===== src/rtl/i2c_txn_seq_pkg.sv =====
`timescale 1ns/1ps
package i2c_txn_seq_pkg;

  typedef enum logic [1:0] {
    OP_START = 2'd0,
    OP_STOP  = 2'd1,
    OP_WRITE = 2'd2,
    OP_READ  = 2'd3
  } busOpE;

  typedef enum logic [2:0] {
    RES_OK        = 3'd0,
    RES_INVALID   = 3'd1,
    RES_NO_DEVICE = 3'd2,
    RES_DATA_NACK = 3'd3,
    RES_ARB_LOST  = 3'd4,
    RES_TIMEOUT   = 3'd5
  } resultE;

  typedef enum logic [1:0] {
    ENG_OK      = 2'd0,
    ENG_ARB     = 2'd1,
    ENG_TIMEOUT = 2'd2
  } engErrE;

  typedef enum logic [1:0] {
    SEL_ADDR_HI = 2'd0,
    SEL_ADDR_LO = 2'd1,
    SEL_BYTE    = 2'd2
  } dataSelE;

  // strobes from control to datapath
  typedef struct packed {
    logic    loadReq;
    logic    loadTx;
    logic    loadRx;
    logic    decCount;
    logic    setStarted;
    logic    clrStarted;
    logic    setErr;
    resultE  errCode;
    dataSelE dataSel;
  } seqStrobeT;

endpackage


===== src/rtl/i2c_txn_seq_path.sv =====
`timescale 1ns/1ps
module i2c_txn_seq_path
  import i2c_txn_seq_pkg::*;
#(
  parameter int LEN_W = 8
) (
  input  logic             clk,
  input  logic             rstN,
  input  seqStrobeT        sb,
  input  logic [9:0]       reqAddr,
  input  logic             reqTenBit,
  input  logic             reqRead,
  input  logic [LEN_W-1:0] reqLen,
  input  logic             reqNoStop,
  input  logic [7:0]       txData,
  input  logic [7:0]       rspData,
  output logic             reqLenZero,
  output logic             isRead,
  output logic             isTenBit,
  output logic             noStop,
  output logic             lastByte,
  output logic             started,
  output logic [7:0]       cmdData,
  output logic [7:0]       byteOut,
  output resultE           result
);

  localparam logic [4:0] TEN_BIT_TAG = 5'b11110;

  logic [9:0]       addrQ;
  logic [LEN_W-1:0] remainQ;
  logic [7:0]       byteQ;
  logic [7:0]       addrHi;
  logic [7:0]       addrLo;

  always_ff @(posedge clk or negedge rstN) begin
    if (!rstN) begin
      addrQ    <= '0;
      isTenBit <= 1'b0;
      isRead   <= 1'b0;
      noStop   <= 1'b0;
      remainQ  <= '0;
      byteQ    <= '0;
      started  <= 1'b0;
      result   <= RES_OK;
    end else begin
      if (sb.loadReq) begin
        addrQ    <= reqAddr;
        isTenBit <= reqTenBit;
        isRead   <= reqRead;
        noStop   <= reqNoStop;
        remainQ  <= reqLen;
        result   <= (reqLen == '0) ? RES_INVALID : RES_OK;
      end
      if (sb.loadTx) byteQ <= txData;
      if (sb.loadRx) byteQ <= rspData;
      if (sb.decCount) remainQ <= remainQ - 1'b1;
      if (sb.setStarted) started <= 1'b1;
      else if (sb.clrStarted) started <= 1'b0;
      if (sb.setErr) result <= sb.errCode;
    end
  end

  assign reqLenZero = (reqLen == '0);
  assign lastByte   = (remainQ == {{(LEN_W-1){1'b0}}, 1'b1});
  assign addrHi     = isTenBit ? {TEN_BIT_TAG, addrQ[9:8], isRead} : {addrQ[6:0], isRead};
  assign addrLo     = addrQ[7:0];
  assign byteOut    = byteQ;

  always_comb begin
    case (sb.dataSel)
      SEL_ADDR_HI: cmdData = addrHi;
      SEL_ADDR_LO: cmdData = addrLo;
      default:     cmdData = byteQ;
    endcase
  end

endmodule


===== src/rtl/i2c_txn_seq_ctrl.sv =====
`timescale 1ns/1ps
module i2c_txn_seq_ctrl
  import i2c_txn_seq_pkg::*;
(
  input  logic       clk,
  input  logic       rstN,
  input  logic       reqValid,
  input  logic       reqLenZero,
  input  logic       reqNoStart,
  input  logic       reqRead,
  input  logic       isRead,
  input  logic       isTenBit,
  input  logic       noStop,
  input  logic       lastByte,
  input  logic       txValid,
  input  logic       rxReady,
  input  logic       cmdDone,
  input  logic       rspNack,
  input  logic [1:0] rspErr,
  output seqStrobeT  sb,
  output logic       reqReady,
  output logic       busy,
  output logic       txReady,
  output logic       rxValid,
  output logic       cmdValid,
  output busOpE      cmdOp,
  output logic       cmdAck,
  output logic       recover,
  output logic       doneValid
);

  typedef enum logic [3:0] {
    S_IDLE, S_START, S_ADDR1, S_ADDR2, S_FETCH, S_WRITE,
    S_READ, S_PUSH, S_STOP, S_ABORT, S_DONE
  } stateE;

  stateE  state, nxt;
  logic   engFail;
  resultE failCode;
  stateE  dataEntry;
  stateE  phaseEnd;

  always_ff @(posedge clk or negedge rstN) begin
    if (!rstN) state <= S_IDLE;
    else       state <= nxt;
  end

  assign engFail   = (rspErr != ENG_OK);
  assign failCode  = (rspErr == ENG_ARB) ? RES_ARB_LOST : RES_TIMEOUT;
  assign dataEntry = isRead ? S_READ : S_FETCH;
  assign phaseEnd  = noStop ? S_DONE : S_STOP;

  always_comb begin
    nxt        = state;
    sb         = '0;
    sb.errCode = RES_OK;
    sb.dataSel = SEL_BYTE;
    cmdValid   = 1'b0;
    cmdOp      = OP_START;
    cmdAck     = 1'b0;
    txReady    = 1'b0;
    rxValid    = 1'b0;
    recover    = 1'b0;
    doneValid  = 1'b0;
    case (state)
      S_IDLE: begin
        if (reqValid) begin
          sb.loadReq = 1'b1;
          if (reqLenZero)      nxt = S_DONE;
          else if (reqNoStart) nxt = reqRead ? S_READ : S_FETCH;
          else                 nxt = S_START;
        end
      end
      S_START: begin
        cmdValid = 1'b1;
        cmdOp    = OP_START;
        if (cmdDone) begin
          if (engFail) begin
            sb.setErr = 1'b1; sb.errCode = failCode; nxt = S_ABORT;
          end else begin
            sb.setStarted = 1'b1; nxt = S_ADDR1;
          end
        end
      end
      S_ADDR1, S_ADDR2: begin
        cmdValid   = 1'b1;
        cmdOp      = OP_WRITE;
        sb.dataSel = (state == S_ADDR1) ? SEL_ADDR_HI : SEL_ADDR_LO;
        if (cmdDone) begin
          if (engFail) begin
            sb.setErr = 1'b1; sb.errCode = failCode; nxt = S_ABORT;
          end else if (rspNack) begin
            sb.setErr = 1'b1; sb.errCode = RES_NO_DEVICE; nxt = S_ABORT;
          end else if (state == S_ADDR1 && isTenBit) begin
            nxt = S_ADDR2;
          end else begin
            nxt = dataEntry;
          end
        end
      end
      S_FETCH: begin
        txReady = 1'b1;
        if (txValid) begin
          sb.loadTx = 1'b1; nxt = S_WRITE;
        end
      end
      S_WRITE: begin
        cmdValid = 1'b1;
        cmdOp    = OP_WRITE;
        if (cmdDone) begin
          if (engFail) begin
            sb.setErr = 1'b1; sb.errCode = failCode; nxt = S_ABORT;
          end else if (rspNack) begin
            sb.setErr = 1'b1; sb.errCode = RES_DATA_NACK; nxt = S_ABORT;
          end else begin
            sb.decCount = 1'b1;
            nxt = lastByte ? phaseEnd : S_FETCH;
          end
        end
      end
      S_READ: begin
        cmdValid = 1'b1;
        cmdOp    = OP_READ;
        cmdAck   = !lastByte;
        if (cmdDone) begin
          if (engFail) begin
            sb.setErr = 1'b1; sb.errCode = failCode; nxt = S_ABORT;
          end else begin
            sb.loadRx = 1'b1; nxt = S_PUSH;
          end
        end
      end
      S_PUSH: begin
        rxValid = 1'b1;
        if (rxReady) begin
          sb.decCount = 1'b1;
          nxt = lastByte ? phaseEnd : S_READ;
        end
      end
      S_STOP: begin
        cmdValid = 1'b1;
        cmdOp    = OP_STOP;
        if (cmdDone) begin
          if (engFail) begin
            sb.setErr = 1'b1; sb.errCode = failCode; nxt = S_ABORT;
          end else begin
            sb.clrStarted = 1'b1; nxt = S_DONE;
          end
        end
      end
      S_ABORT: begin
        recover       = 1'b1;
        sb.clrStarted = 1'b1;
        nxt           = S_DONE;
      end
      S_DONE: begin
        doneValid = 1'b1;
        nxt       = S_IDLE;
      end
      default: nxt = S_IDLE;
    endcase
  end

  assign reqReady = (state == S_IDLE);
  assign busy     = (state != S_IDLE);

endmodule


===== src/rtl/i2c_txn_seq.sv =====
`timescale 1ns/1ps
module i2c_txn_seq
  import i2c_txn_seq_pkg::*;
#(
  parameter int LEN_W = 8
) (
  input  logic             clk,
  input  logic             rstN,
  input  logic             reqValid,
  output logic             reqReady,
  input  logic [9:0]       reqAddr,
  input  logic             reqTenBit,
  input  logic             reqRead,
  input  logic [LEN_W-1:0] reqLen,
  input  logic             reqNoStart,
  input  logic             reqNoStop,
  output logic             busy,
  output logic             doneValid,
  output logic [2:0]       doneCode,
  input  logic             txValid,
  output logic             txReady,
  input  logic [7:0]       txData,
  output logic             rxValid,
  input  logic             rxReady,
  output logic [7:0]       rxData,
  output logic             cmdValid,
  output logic [1:0]       cmdOp,
  output logic [7:0]       cmdData,
  output logic             cmdAck,
  input  logic             cmdDone,
  input  logic             rspNack,
  input  logic [1:0]       rspErr,
  input  logic [7:0]       rspData,
  output logic             recover,
  output logic             busHeld
);

  seqStrobeT sb;
  busOpE     opE;
  resultE    resE;
  logic      reqLenZero, isRead, isTenBit, noStop, lastByte;

  i2c_txn_seq_ctrl u_ctrl (
    .clk(clk), .rstN(rstN), .reqValid(reqValid), .reqLenZero(reqLenZero),
    .reqNoStart(reqNoStart), .reqRead(reqRead), .isRead(isRead),
    .isTenBit(isTenBit), .noStop(noStop), .lastByte(lastByte),
    .txValid(txValid), .rxReady(rxReady), .cmdDone(cmdDone),
    .rspNack(rspNack), .rspErr(rspErr), .sb(sb), .reqReady(reqReady),
    .busy(busy), .txReady(txReady), .rxValid(rxValid), .cmdValid(cmdValid),
    .cmdOp(opE), .cmdAck(cmdAck), .recover(recover), .doneValid(doneValid)
  );

  i2c_txn_seq_path #(.LEN_W(LEN_W)) u_path (
    .clk(clk), .rstN(rstN), .sb(sb), .reqAddr(reqAddr), .reqTenBit(reqTenBit),
    .reqRead(reqRead), .reqLen(reqLen), .reqNoStop(reqNoStop),
    .txData(txData), .rspData(rspData), .reqLenZero(reqLenZero),
    .isRead(isRead), .isTenBit(isTenBit), .noStop(noStop),
    .lastByte(lastByte), .started(busHeld), .cmdData(cmdData),
    .byteOut(rxData), .result(resE)
  );

  assign cmdOp    = opE;
  assign doneCode = resE;

endmodule


===== config.mk =====
export PLATFORM = sky130hd
export DESIGN_NAME = i2c_txn_seq
export DESIGN_NICKNAME = d
export VERILOG_FILES = /design/src/rtl/i2c_txn_seq_pkg.sv /design/src/rtl/i2c_txn_seq_path.sv /design/src/rtl/i2c_txn_seq_ctrl.sv /design/src/rtl/i2c_txn_seq.sv
export SDC_FILE = /design/constraint.sdc
export NUM_CORES = 1
export LEC_CHECK = 0
export ABC_AREA = 1
export ABC_CLOCK_PERIOD_IN_PS = 1700
export BUFFER_PORTS_ARGS = -buffer_cell sky130_fd_sc_hd__buf_2
export CAP_MARGIN = 20
export CORE_MARGIN = 4
export CORE_UTILIZATION = 25
export DETAILED_ROUTE_END_ITERATION = 8
export GPL_TIMING_DRIVEN = 1
export HOLD_SLACK_MARGIN = 0.05
export MAX_ROUTING_LAYER = met4
export PLACE_DENSITY = 0.43
export SLEW_MARGIN = 20
export SYNTH_ARGS = -nofsm -noshare
export SYNTH_HDL_FRONTEND = slang
export SYNTH_SLANG_ARGS = --single-unit

===== constraint.sdc =====
create_clock -name clk -period 1.7 [get_ports clk]
set_input_delay 0.34 -clock clk [delete_from_list [all_inputs] [get_ports clk]]
set_output_delay 0.34 -clock clk [all_outputs]
set_load 0.1 [all_outputs]

**Yosys cells after proc, flatten, opt, wreduce, memory -nomap -nowiden**

Index checks and enable logic that the tools add are counted.

- Output and inout port bits: 30
- Logic and storage cells: 116
- Flip-flop bits (word level): 37

- Reduce and logical (&&, ||, !) cells: 16
- Mux-type cells: 69
- Equality and inequality tests: 21
- $add $sub $neg: 1

Operators by type and width:

| cell | count |
|---|---|
| $mux 4 | 27 |
| $mux 8 | 5 |
| $pmux 4 s9 | 1 |
| $mux 1 | 23 |
| $eq 4x3->1 const B | 4 |
| $ne 2x2->1 const B | 8 |
| $pmux 4 s4 | 1 |
| $pmux 8 s2 | 1 |
| $eq 4x4->1 const B | 3 |
| $mux 2 | 5 |
| $reduce_bool 2->1 | 5 |
| $eq 4x2->1 const B | 2 |
| $eq 8x1->1 const B | 1 |
| $logic_not 8->1 | 1 |
| $reduce_and 8->1 | 1 |
| $sub 8x1->8 const B | 1 |
| $mux 3 | 2 |
| $pmux 2 s3 | 1 |
| $reduce_or 6->1 | 1 |
| $mux 5 | 1 |
| $eq 2x1->1 const B | 2 |
| $eq 4x1->1 const B | 1 |
| $logic_not 4->1 | 1 |
| $pmux 1 s2 | 2 |
| 6 further kinds | 7 |

**Logic depth before layout (Yosys ltp)**

Gate-level depths: netlist (run 1).

- Depth after elaboration: 7
- Gate-level depth with buffers: 11
- Depth with buffers taken out: 11

**Hierarchy**

From an unflattened synthesis (run 1), not the netlist that was laid out.

- Cells, all modules: 364
- Area, all modules: 2487.4 µm²

Modules (own cells, without submodules):

| module | times used | cells each | sequential area each (µm²) | area each (µm²) |
|---|---|---|---|---|
| i2c_txn_seq_path | 1 | 228 | 825.8 | 1820.5 |
| i2c_txn_seq_ctrl | 1 | 136 | 100.1 | 666.9 |

**Worst setup path after synthesis (run 1)**

Ideal clock, no wire load.

- Path kind: register to output
- Start: reg u_ctrl.state[0]
- End: out doneValid
- Buffers on the path: 0
- Stages on the path, launching flop included: 4
- Slack: -1.266 ns
- Required time: 1.360 ns
- Data arrival time: 2.626 ns
- Cell sequence: dfrtp_1 inv_2 nand2_2 nor3_1

- Longest elaborated chain between the ends: 2

RTL lines:

| what | line | RTL |
|---|---|---|
| start, declared | i2c_txn_seq_ctrl.sv:37 | `stateE state, nxt;` |
| start signal, assigned | i2c_txn_seq_ctrl.sv:45 | `else state <= nxt;` |
| $eq 4x4->1 | i2c_txn_seq_ctrl.sv:65 | `case (state)` |
| $mux 1 | i2c_txn_seq_ctrl.sv:65 |  |
| end, declared | i2c_txn_seq.sv:18 | `output logic doneValid,` |

Every way passes these cells.

**Final worst setup path (run 1)**

- Start: reg u_ctrl.state[1]
- End: out cmdData[7]

- Longest elaborated chain between the ends: 5

RTL lines:

| what | line | RTL |
|---|---|---|
| $eq 4x2->1 (on tied branches) | i2c_txn_seq_ctrl.sv:65, i2c_txn_seq_ctrl.sv:88 |  |
| $mux 1 or $reduce_or 2->1 (tied branches) | i2c_txn_seq_ctrl.sv:88, i2c_txn_seq_ctrl.sv:65 |  |
| $mux 2 (*) | i2c_txn_seq_ctrl.sv:65 |  |
| $eq 2x1->1 or $logic_not 2->1 (tied branches) | i2c_txn_seq_path.sv:71 | `case (sb.dataSel)` |
| $pmux 8 s2 (*) | i2c_txn_seq_path.sv:71 |  |
| end, declared | i2c_txn_seq.sv:28 | `output logic [7:0] cmdData,` |

Every way passes the cells marked *; elsewhere a longest branch is shown, timed or not.

==> results.py, run 1 <==
metrics = {
    "status": {
        "status": "finished, violations left",
        "violations": "negative setup slack",
    },
    "grt": {
        "antenna_found_initial": 0,
        "first_global_vias": 2725,
        "grt_max_degree": 18,
        "grt_pass1_wl_um": 13300,
        "grt_use_total_pct": 15.3,
        "grt_overflow": 0,
    },
    "finish": {
        "syn_to_final_growth_pct": 71.4,
        "fin_area_um2": 4130,
        "layout-drive-gt1-share_pct": 46.3,
        "final_cells": 617,
        "nFillCells": 970,
        "final_util_pct": 44.2,
        "diodes": 0,
        "fin_nets": 536,
    },
    "critical_path": {
        "critPathSlowestCell": "dfrtp_2",
        "crit_arrival_ns": 1.64,
        "max_stage_delay_ns": 0.49,
        "worstPathMaxFanout": 8,
        "path_class": "reg -> out",
        "crit_path_cell_trace": "nand2_2 > nor2_1 > buf_4 > nand2_1 > o211ai_1 > clkbuf_16",
        "critPathLaunchType": "register",
        "crit_required_ns": 1.36,
        "crit_path_end_kind": "output port",
        "critPathBufInv": 2,
        "cp_top_family": "flip-flops",
    },
    "die": {
        "io_pins": 77,
        "chipWidth_um": 106,
        "rows": 35,
        "dieArea_um2": 11300,
        "start_util_pct": 25.8,
        "core_um2": 9330,
        "die_h_um": 106,
    },
    "timing": {
        "setup_viol": 27,
        "setup_ws_ns": -0.277,
        "slew_headroom_pct": 66.7,
        "clock_skew_ns": 0.00826,
        "period_share_pct": 116,
        "drv_slew": 0,
        "fin_crit_ns": 1.98,
        "rsz0062_at_grt": "yes",
        "max_freq_ghz": 0.506,
        "worst_pin_slew_ns": 0.503,
        "hold_violations": 0,
    },
    "place": {
        "place_ws_ns": 0.00337,
        "dp_hpwl_um": 6550,
        "finalWeightedCongestion": 0.845,
        "io_buffers": 76,
        "dp.cells": 584,
        "post_dp_cell_area_um2": 3530,
    },
    "synth": {
        "synth-seq-cells": 37,
        "yosysTopAreaCell": "dfrtp_1",
        "synth-seq-area-share_pct": 38.5,
        "ys_top_cells_by_count": "nand2_1 (125), nor2_1 (44), dfrtp_1 (37)",
        "yosysWarnings": 0,
        "yosysUniqueCellTypes": 29,
        "yosysMostFrequentCell": "nand2_1",
        "synthArstFlopShare_pct": 100,
        "syn_nets": 405,
        "synthFlopType": "dfrtp_1",
        "synth-edff-count": 0,
        "synth_cells": 356,
        "synth_top_cell_area_share_pct": 38.5,
        "syn-mean-instance-area_um2": 6.76,
        "netlist_top_cells_area": "dfrtp_1 (38%), nand2_1 (19%), nor2_1 (6.9%)",
        "netlist_area_um2": 2410,
    },
    "clocking": {
        "clock-sinks": 37,
        "htreeDepth": 2,
        "path_clk_slew_ns": 0.08,
        "clockBufferDepth": 2,
        "cts_tree": "done",
        "numCtsBuffers": 5,
        "root_buffer": "clkbuf_8",
        "insertion_delay_ns": 0.30,
    },
    "route": {
        "drt_pre_antenna_iters": 4,
        "ant_nets": 0,
        "drt-wirelength-per-cell_um": 13.7,
        "vias": 2780,
        "vias_per_cell": 4.51,
        "drc": 0,
        "routed_wl_um": 8440,
        "drt_iter0_markers": 110,
    },
    "run": {
        "cap_viol_max_count": 0,
    },
    "hold_path": {
        "hp-class": "in -> reg",
    },
}
cell type report:
| cell class | count | area, um2 | share of cell area [%] |
|---|---|---|---|
| multi-input combinational | 273 | 1590 | 38.5 |
| clock inverter | 2 | 13.8 | 0.334 |
| inverter | 40 | 171 | 4.15 |
| clock buffer | 6 | 82.6 | 2.00 |
| timing repair buffer | 130 | 1160 | 28.0 |
| tap | 129 | 161 | 3.91 |
| sequential | 37 | 951 | 23.0 |
layer usage:
| metal | global-route usage [%] | part of all wire, % |
|---|---|---|
| met1 | 20.7 | 47 |
| met4 | 4.16 | 1.2 |
| met3 | 2.25 | 3.0 |
| met2 | 24.0 | 49 |
| met5 | - | 0 |
sequential cells by signal (all words and copies together), names as in the netlist:
name and count:
u_path.addrQ 10, u_path.byteOut 8, u_path.remainQ 8, u_ctrl.state 4, u_path.result 3, u_path.isRead 1, u_path.isTenBit 1, u_path.noStop 1
u_path.started 1
worst min-delay path, delay by kind of cell:
family | cells | cell delay [ns]
buffers and inverters | 1 | 0.07
and+or+nand+nor | 2 | 0.09
stage by stage:
step                hold slack [ns]  setup TNS (ns)
finish                        0.241           -3.68
global route                  0.239           -6.44
CTS                           0.236           -3.37
detailed placement            0.285               0
global placement              0.285               0
floorplan                    0.0444          -14.07
placed cells by master (no fill, tap or decap), types with 2 or more instances in the layout:
master | Yosys | final
a21oi_1 | 5 | 3
a21oi_2 | 0 | 2
a22oi_1 | 3 | 2
buf_12 | 0 | 19
buf_2 | 4 | 58
buf_4 | 1 | 35
buf_6 | 2 | 14
buf_8 | 0 | 2
clkbuf_8 | 0 | 6
dfrtp_1 | 37 | 29
dfrtp_2 | 0 | 2
dfrtp_4 | 0 | 6
inv_1 | 33 | 25
inv_2 | 6 | 10
inv_4 | 1 | 2
nand2_1 | 125 | 108
nand2_2 | 5 | 15
nand2_4 | 1 | 7
nand2_8 | 0 | 2
nand3_1 | 26 | 17
nand3_2 | 0 | 9
nor2_1 | 44 | 32
nor2_2 | 4 | 7
nor2_4 | 3 | 12
nor3_1 | 4 | 3
o2111ai_2 | 0 | 2
o211ai_1 | 7 | 7
o21ai_0 | 23 | 8
o21ai_1 | 2 | 12
o21ai_2 | 0 | 5
o22ai_1 | 9 | 9
xor2_1 | 2 | 2
cells by family after synthesis:
logic type,count (synthesis),synth area share (%)
and+or+nand+nor,215,38.1
xor gates and xnor gates,2,0.728
DFF,37,38.5
buffers and inverters,47,8.42
adders and majority gates,2,1.04
AOI/OAI and AO/OA,53,13.2
worst paths after layout:
check	startpoint	end	slack [ns]	cells past startpoint
min in group asynchronous	rstN	u_path.remainQ[0]	0.48	2
max in group asynchronous	rstN	u_path.byteOut[0]	0.67	3
worst min-delay path	reqAddr[0]	u_path.addrQ[0]	0.24	3
worst max-delay path	u_ctrl.state[1]	cmdData[7]	-0.28	6
worst max register to register	u_ctrl.state[2]	u_path.remainQ[0]	-0.05	13
worst min register to register	u_path.result[0]	u_path.result[0]	0.47	2
repair_timing:
action / in CTS / in global routing
endpoints found under the setup margin: 18 / 53
setup buffers: 17 / 7
resized for setup: 33 / 60
endpoints found under the hold margin: 15 / 0
pin swaps: 17 / 16
gates cloned: 0 / 1
hold buffers: 1 / 0
Power of run 1 is not shown: default switching activity piles up to over one toggle a cycle in this logic, so the estimate is an artifact.
==> run 2, diff against run 1 <==
--- a/config.mk
+++ b/config.mk
@@ -9,13 +9,16 @@
 export ABC_CLOCK_PERIOD_IN_PS = 1700
 export BUFFER_PORTS_ARGS = -buffer_cell sky130_fd_sc_hd__buf_2
 export CAP_MARGIN = 20
+export CELL_PAD_IN_SITES_DETAIL_PLACEMENT = 0
+export CELL_PAD_IN_SITES_GLOBAL_PLACEMENT = 1
 export CORE_MARGIN = 4
 export CORE_UTILIZATION = 25
+export CTS_CLUSTER_DIAMETER = 150
 export DETAILED_ROUTE_END_ITERATION = 8
 export GPL_TIMING_DRIVEN = 1
 export HOLD_SLACK_MARGIN = 0.05
 export MAX_ROUTING_LAYER = met4
-export PLACE_DENSITY = 0.43
+export PLACE_DENSITY = 0.58
 export SLEW_MARGIN = 20
 export SYNTH_ARGS = -nofsm -noshare
 export SYNTH_HDL_FRONTEND = slang
==> constraint.sdc (replaced) <==
create_clock -name clk -period 1.7 [get_ports clk]
set_input_delay 0.255 -clock clk [delete_from_list [all_inputs] [get_ports clk]]
set_output_delay 0.255 -clock clk [all_outputs]
set_load 0.1 [all_outputs]
==> run 2 against run 1 <==
  * The flow still finishes with violations (negative setup slack)
  * Cell count fell by 0.65%
  * Register-to-register slack improved by 0.08 ns
  * Non-clock buffer count fell by 3
  * Critical path type unchanged
  * Critical endpoint is now cmdValid
  * Highest routed layer unchanged
==> results.py, run 2 (synthesized netlist as in run 1, its figures left out) <==
metrics = {
    "critical_path": {
        "r2r_slack_ns": 0.03,
        "critPathLaunchType": "register",
        "path_class": "reg -> out",
        "worstPathMaxFanout": 3,
        "crit_path_end_kind": "output port",
        "crit_arrival_ns": 1.63,
        "crit_required_ns": 1.44,
        "crit_start": "u_ctrl.state[0]",
        "worstSetupEndpoint": "cmdValid",
        "reg2reg_depth": 14,
        "reg2reg_from": "u_ctrl.state[0]",
        "r2r_end": "u_ctrl.state[3]",
    },
    "die": {
        "dieArea_um2": 11300,
        "die_h_um": 106,
        "chipWidth_um": 106,
        "core_um2": 9330,
        "start_util_pct": 25.8,
        "rows": 35,
        "io_pins": 77,
    },
    "clocking": {
        "insertion_delay_ns": 0.31,
        "path_clk_slew_ns": 0.08,
        "htreeDepth": 2,
        "clock-sinks": 37,
        "cts_tree": "done",
        "root_buffer": "clkbuf_8",
        "numCtsBuffers": 5,
        "clockBufferDepth": 2,
    },
    "grt": {
        "grt_use_total_pct": 15.5,
        "antenna_found_initial": 0,
        "grt_pass1_wl_um": 13500,
        "grt_overflow": 0,
        "first_global_vias": 2727,
        "grt_max_degree": 17,
    },
    "finish": {
        "multi_input_area_um2": 1600,
        "layout-drive-gt1-share_pct": 45.7,
        "fin_nets": 532,
        "largest_register_ffs": 10,
        "nFillCells": 977,
        "largest-register": "u_path.addrQ",
        "syn_to_final_growth_pct": 69.3,
        "register_area_um2": 951,
        "diodes": 0,
        "mostFrequentLayoutCells": "nand2_1 (108), buf_2 (58), buf_4 (39)",
        "final_cells": 613,
        "final_common_cell": "nand2_1",
    },
    "route": {
        "drt_pre_antenna_iters": 4,
        "vias_per_cell": 4.51,
        "drt-wirelength-per-cell_um": 14.0,
        "vias": 2765,
        "drt_iter0_markers": 99,
        "ant_nets": 0,
        "routed_wl_um": 8580,
        "drc": 0,
    },
    "place": {
        "io_buffers": 76,
        "dp.cells": 572,
        "dp_hpwl_um": 6500,
        "finalWeightedCongestion": 0.856,
    },
    "timing": {
        "timing.hold.ws_ns": 0.151,
        "setup_viol": 14,
        "worst_pin_slew_ns": 0.510,
        "clock_skew_ns": 0.0113,
        "fin_crit_ns": 1.89,
        "max_freq_ghz": 0.530,
        "slew_headroom_pct": 66.3,
        "hold_violations": 0,
        "period_share_pct": 111,
        "drv_slew": 0,
        "rsz0062_at_grt": "yes",
        "setup_ws_ns": -0.188,
    },
    "status": {
        "status": "finished, violations left",
        "violations": "negative setup slack",
    },
    "run": {
        "cap_viol_max_count": 0,
    },
    "hold_path": {
        "hp-class": "in -> reg",
    },
}
==> run 2: routing by layer <==
metal | up-vias | track usage (%) | share of wire, %
li1 | 1404 | - | -
met1 | 1302 | 20.2 | 46
met2 | 49 | 24.9 | 49
met3 | 10 | 2.31 | 2.8
met4 | 0 | 4.44 | 1.4
met5 | - | - | 0
==> run 2: per-stage QoR <==
step           utilization [%]  instance area [um2]  setup TNS [ns]  setup WS [ns]
2_1_floorplan                -                 2550          -13.17         -0.749
3_3_place_gp              36.8                 3430               0         0.0643
3_5_place_dp              36.8                 3430               0         0.0381
4_1_cts                   41.3                 3850           -1.59         -0.165
5_1_grt                   43.7                 4080           -3.21         -0.260
6_report                  43.7                 4080           -1.82         -0.188
==> run 2: cell type report <==
class | count | share of cell area [%]
Inverter | 40 | 4.21
Sequential cell | 37 | 23.3
Clock buffer | 5 | 1.69
Timing Repair Buffer | 127 | 27.0
Clock inverter | 3 | 0.522
Tap cell | 129 | 3.96
Multi-Input combinational cell | 272 | 39.3
==> run 2: worst min path at each step <==
stage / slack [ns] / depth (start not counted) / endpoint / from
5_1_grt: 0.15 / 3 / u_path.addrQ[5] / reqAddr[5]
6_report: 0.15 / 3 / u_path.addrQ[0] / reqAddr[0]
3_5_place_dp: 0.21 / 1 / u_path.isRead / rstN
3_3_place_gp: 0.22 / 1 / u_path.isRead / rstN
4_1_cts: 0.14 / 3 / u_path.addrQ[0] / reqAddr[0]
2_1_floorplan: -0.04 / 0 / u_ctrl.state[0] / rstN
==> run 2: critical path, cell delays in order (launching register included) <==
cell and delay [ns]:
dfrtp_1 0.38, inv_2 0.07, buf_4 0.14, buf_4 0.13, nor2_4 0.12, nand2_2 0.09, nand2_2 0.09, inv_2 0.05
nand3_2 0.08, buf_12 0.17
==> run 2: repair_timing <==
item / 4_1_cts / 5_1_grt
hold endpoints to repair: 13 / 0
hold buffers: 1 / 0
setup buffers: 24 / 10
setup endpoints to repair: 15 / 38
resized for setup: 48 / 40
pin swaps: 16 / 13
Power of run 2 is left out for the same reason.
==> run 3, diff against run 2 <==
--- a/config.mk
+++ b/config.mk
@@ -5,7 +5,6 @@
 export SDC_FILE = /design/constraint.sdc
 export NUM_CORES = 1
 export LEC_CHECK = 0
-export ABC_AREA = 1
 export ABC_CLOCK_PERIOD_IN_PS = 1700
 export BUFFER_PORTS_ARGS = -buffer_cell sky130_fd_sc_hd__buf_2
 export CAP_MARGIN = 20
@@ -18,8 +17,10 @@
 export GPL_TIMING_DRIVEN = 1
 export HOLD_SLACK_MARGIN = 0.05
 export MAX_ROUTING_LAYER = met4
-export PLACE_DENSITY = 0.58
+export PLACE_DENSITY = 0.55
+export SKIP_LAST_GASP = 1
 export SLEW_MARGIN = 20
 export SYNTH_ARGS = -nofsm -noshare
 export SYNTH_HDL_FRONTEND = slang
+export SYNTH_HIERARCHICAL = 1
 export SYNTH_SLANG_ARGS = --single-unit
==> run 3 against run 2 <==
  * Sequential share of layout area decreased by 3.9 points
  * Flip-flop and latch count did not move
  * Worst setup slack worse by 0.27 ns
  * Die area is 1.9% higher
  * Critical path type unchanged
  * Via count is 1.6% lower
  * Global-route usage up 0.40 points
  * Count of clock-buffer cells in the layout increased by 1
  * Wire length rose by 5.2%
  * Maximum frequency decreased by 12%
  * The flow still finishes with violations (negative setup slack)
  * Clock skew shrank 0.0056 ns
  * Highest routed layer unchanged
  * Non-clock buffer count up 55
==> results.py, run 3 <==
metrics = {
    "status": {
        "status": "finished, violations left",
        "violations": "negative setup slack",
    },
    "synth": {
        "syn-mean-instance-area_um2": 8.96,
        "netlist_area_um2": 2460,
        "yosysTopAreaCell": "dfrtp_1",
        "synth_top_cell_area_share_pct": 37.7,
        "synth-edff-count": 0,
        "yosysUniqueCellTypes": 56,
        "yosysMostFrequentCell": "dfrtp_1",
        "ys_top_cells_by_count": "dfrtp_1 (37), nand2_1 (30), o21ai_0 (22)",
        "syn_nets": 323,
        "yosysWarnings": 6,
        "synth-seq-cells": 37,
        "synthFlopType": "dfrtp_1",
        "synthArstFlopShare_pct": 100,
        "synth-seq-area-share_pct": 37.7,
        "netlist_top_cells_area": "dfrtp_1 (38%), mux2_2 (7.3%), mux2i_1 (4.9%)",
        "synth_cells": 274,
    },
    "place": {
        "dp_hpwl_um": 6450,
        "place_ws_ns": -0.361,
        "finalWeightedCongestion": 0.861,
        "io_buffers": 76,
        "post_dp_cell_area_um2": 3960,
    },
    "clocking": {
        "clock-sinks": 37,
        "insertion_delay_ns": 0.29,
        "clockBufferDepth": 2,
        "cts_tree": "done",
        "path_clk_slew_ns": 0.08,
        "numCtsBuffers": 5,
        "root_buffer": "clkbuf_8",
        "htreeDepth": 2,
    },
    "timing": {
        "rsz0062_at_grt": "yes",
        "max_freq_ghz": 0.464,
        "drv_slew": 0,
        "setup_tns_ns": -14.15,
        "setup_ws_ns": -0.455,
        "hold_violations": 0,
        "setup_viol": 54,
        "period_share_pct": 127,
        "clock_skew_ns": 0.00566,
        "fin_crit_ns": 2.16,
        "timing.hold.ws_ns": 0.174,
        "slew_headroom_pct": 56.2,
        "worst_pin_slew_ns": 0.651,
    },
    "die": {
        "chipWidth_um": 107,
        "start_util_pct": 26.1,
        "core_um2": 9420,
        "rows": 35,
        "dieArea_um2": 11500,
        "io_pins": 77,
        "die_h_um": 107,
    },
    "critical_path": {
        "worstPathMaxFanout": 3,
        "r2r_slack_ns": -0.41,
        "r2r_end": "u_ctrl/state[1]",
        "max_stage_delay_ns": 0.56,
        "crit_path_end_kind": "output port",
        "reg2reg_depth": 9,
        "crit_path_cell_trace": "or4_4 > nor4b_4 > buf_4 > buf_12 > nor3_4 > buf_12",
        "critPathLaunchType": "register",
        "crit_arrival_ns": 1.90,
        "crit_top_cell": "buf_12",
        "reg2reg_from": "u_path/remainQ[4]",
        "crit_required_ns": 1.44,
        "critPathSlowestCell": "or4_4",
        "path_class": "reg -> out",
    },
    "grt": {
        "first_global_vias": 2719,
        "grt_overflow": 0,
        "grt_use_total_pct": 15.9,
        "antenna_found_initial": 0,
        "grt_pass1_wl_um": 14100,
        "grt_max_degree": 38,
    },
    "power": {
        "seqPwrFrac_pct": 16.3,
        "p_sw_share_pct": 51.6,
        "clock_power_share_pct": 6.2,
        "totalPowerFinal_w": 0.0106,
        "intPower_w": 0.00515,
        "combPwrFrac_pct": 77.4,
        "power.density_nw_per_um2": 2220,
        "switchingPower_w": 0.00550,
        "vdd_drop_max_v": 0.000832,
        "p_leak_nw": 2.13,
    },
    "hold_path": {
        "hold_depth": 3,
        "hp-start": "rspData[7]",
        "hold_path_end": "u_path/byteOut[7]",
        "hp-class": "in -> reg",
    },
    "finish": {
        "mostFrequentLayoutCells": "buf_4 (68), buf_2 (58), dfrtp_1 (34)",
        "diodes": 0,
        "largest_register_ffs": 10,
        "final_common_cell": "buf_4",
        "syn_to_final_growth_pct": 95.2,
        "layout-drive-gt1-share_pct": 61.2,
        "fin_nets": 497,
        "nFillCells": 867,
        "fin_area_um2": 4790,
        "largest-register": "u_path/addrQ",
    },
    "route": {
        "drc": 0,
        "drt-wirelength-per-cell_um": 15.6,
        "drt_iter0_markers": 115,
        "vias_per_cell": 4.71,
        "ant_nets": 0,
        "vias": 2721,
        "drt_pre_antenna_iters": 4,
        "routed_wl_um": 9020,
    },
    "run": {
        "cap_viol_max_count": 0,
    },
}
==> run 3: how the worst max path moves through the flow <==
stage	startpoint	slack [ns]	end
5_1_grt	u_path/remainQ[4]	-0.55	cmdAck
3_3_place_gp	u_path/remainQ[4]	-0.31	u_ctrl/state[1]
3_5_place_dp	u_path/remainQ[4]	-0.36	u_ctrl/state[1]
2_1_floorplan	u_ctrl/state[1]	-1.11	busy
6_report	u_path/remainQ[4]	-0.46	cmdAck
4_1_cts	u_path/remainQ[4]	-0.48	cmdAck
==> run 3: power groups by stage <==
stage / registers, W / logic [W] / clock network [W]
global route: 0.00180 / 0.00862 / 0.000726
floorplan: 0.00247 / 0.00388 / 0
detailed placement: 0.00168 / 0.00693 / 0
CTS: 0.00171 / 0.00787 / 0.000686
finish: 0.00174 / 0.00824 / 0.000665
global placement: 0.00167 / 0.00691 / 0
==> run 3: cell type report <==
| class | count | area [um2] | area share, % |
|---|---|---|---|
| Clock buffer | 6 | 82.6 | 1.72 |
| Sequential cell | 37 | 930 | 19.4 |
| Tap cell | 129 | 161 | 3.37 |
| Clock inverter | 2 | 13.8 | 0.287 |
| Multi-Input combinational cell | 210 | 1910 | 39.8 |
| Inverter | 12 | 47.5 | 0.992 |
| Timing Repair Buffer | 182 | 1650 | 34.5 |
==> run 3: through the flow <==
| stage | cells | utilization [%] |
|---|---|---|
| 2_1_floorplan | 274 | - |
| 3_3_place_gp | 534 | 42.0 |
| 3_5_place_dp | 534 | 42.0 |
| 4_1_cts | 572 | 49.0 |
| 5_1_grt | 578 | 50.9 |
| 6_report | 578 | 50.9 |
==> run 3: cell families (layout without fill, tap and decap cells) <==
group                      count (synthesis)  in the layout  share of synthesized area [%]
muxes                                     32             32                           14.1
DFF                                       37             37                           37.7
and+or+nand+nor                          111            112                           24.8
AOI/OAI and AO/OA                         63             63                           17.3
buffers and inverters                     28            202                           4.79
adders and majority gates                  3              3                           1.43
==> run 3: routing by layer <==
layer	wire, um	share of wire (%)	GRT usage [%]	vias to the layer above
met2	4570	51	26.6	66
met4	53	0.59	2.47	0
met1	4040	45	20.5	1309
met5	0	0	-	-
li1	-	-	-	1342
met3	352	3.9	2.71	4
==> run 3: worst max-delay path: cells and delay by family (launching register included) <==
kind          cells  cell delay [ns]
flops             1             0.38
simple gates      3             0.80
buf+inv           3             0.43
==> run 3: repair_timing <==
item | CTS | global route
hold buffers | 1 | 0
endpoints found under the setup margin | 54 | 54
buffers inserted | 28 | 13
cloned | 3 | 0
endpoints found under the hold margin | 37 | 0
pin swaps | 23 | 26
gates resized for setup | 88 | 46
Note: power is estimated with default switching activity, not from simulation.
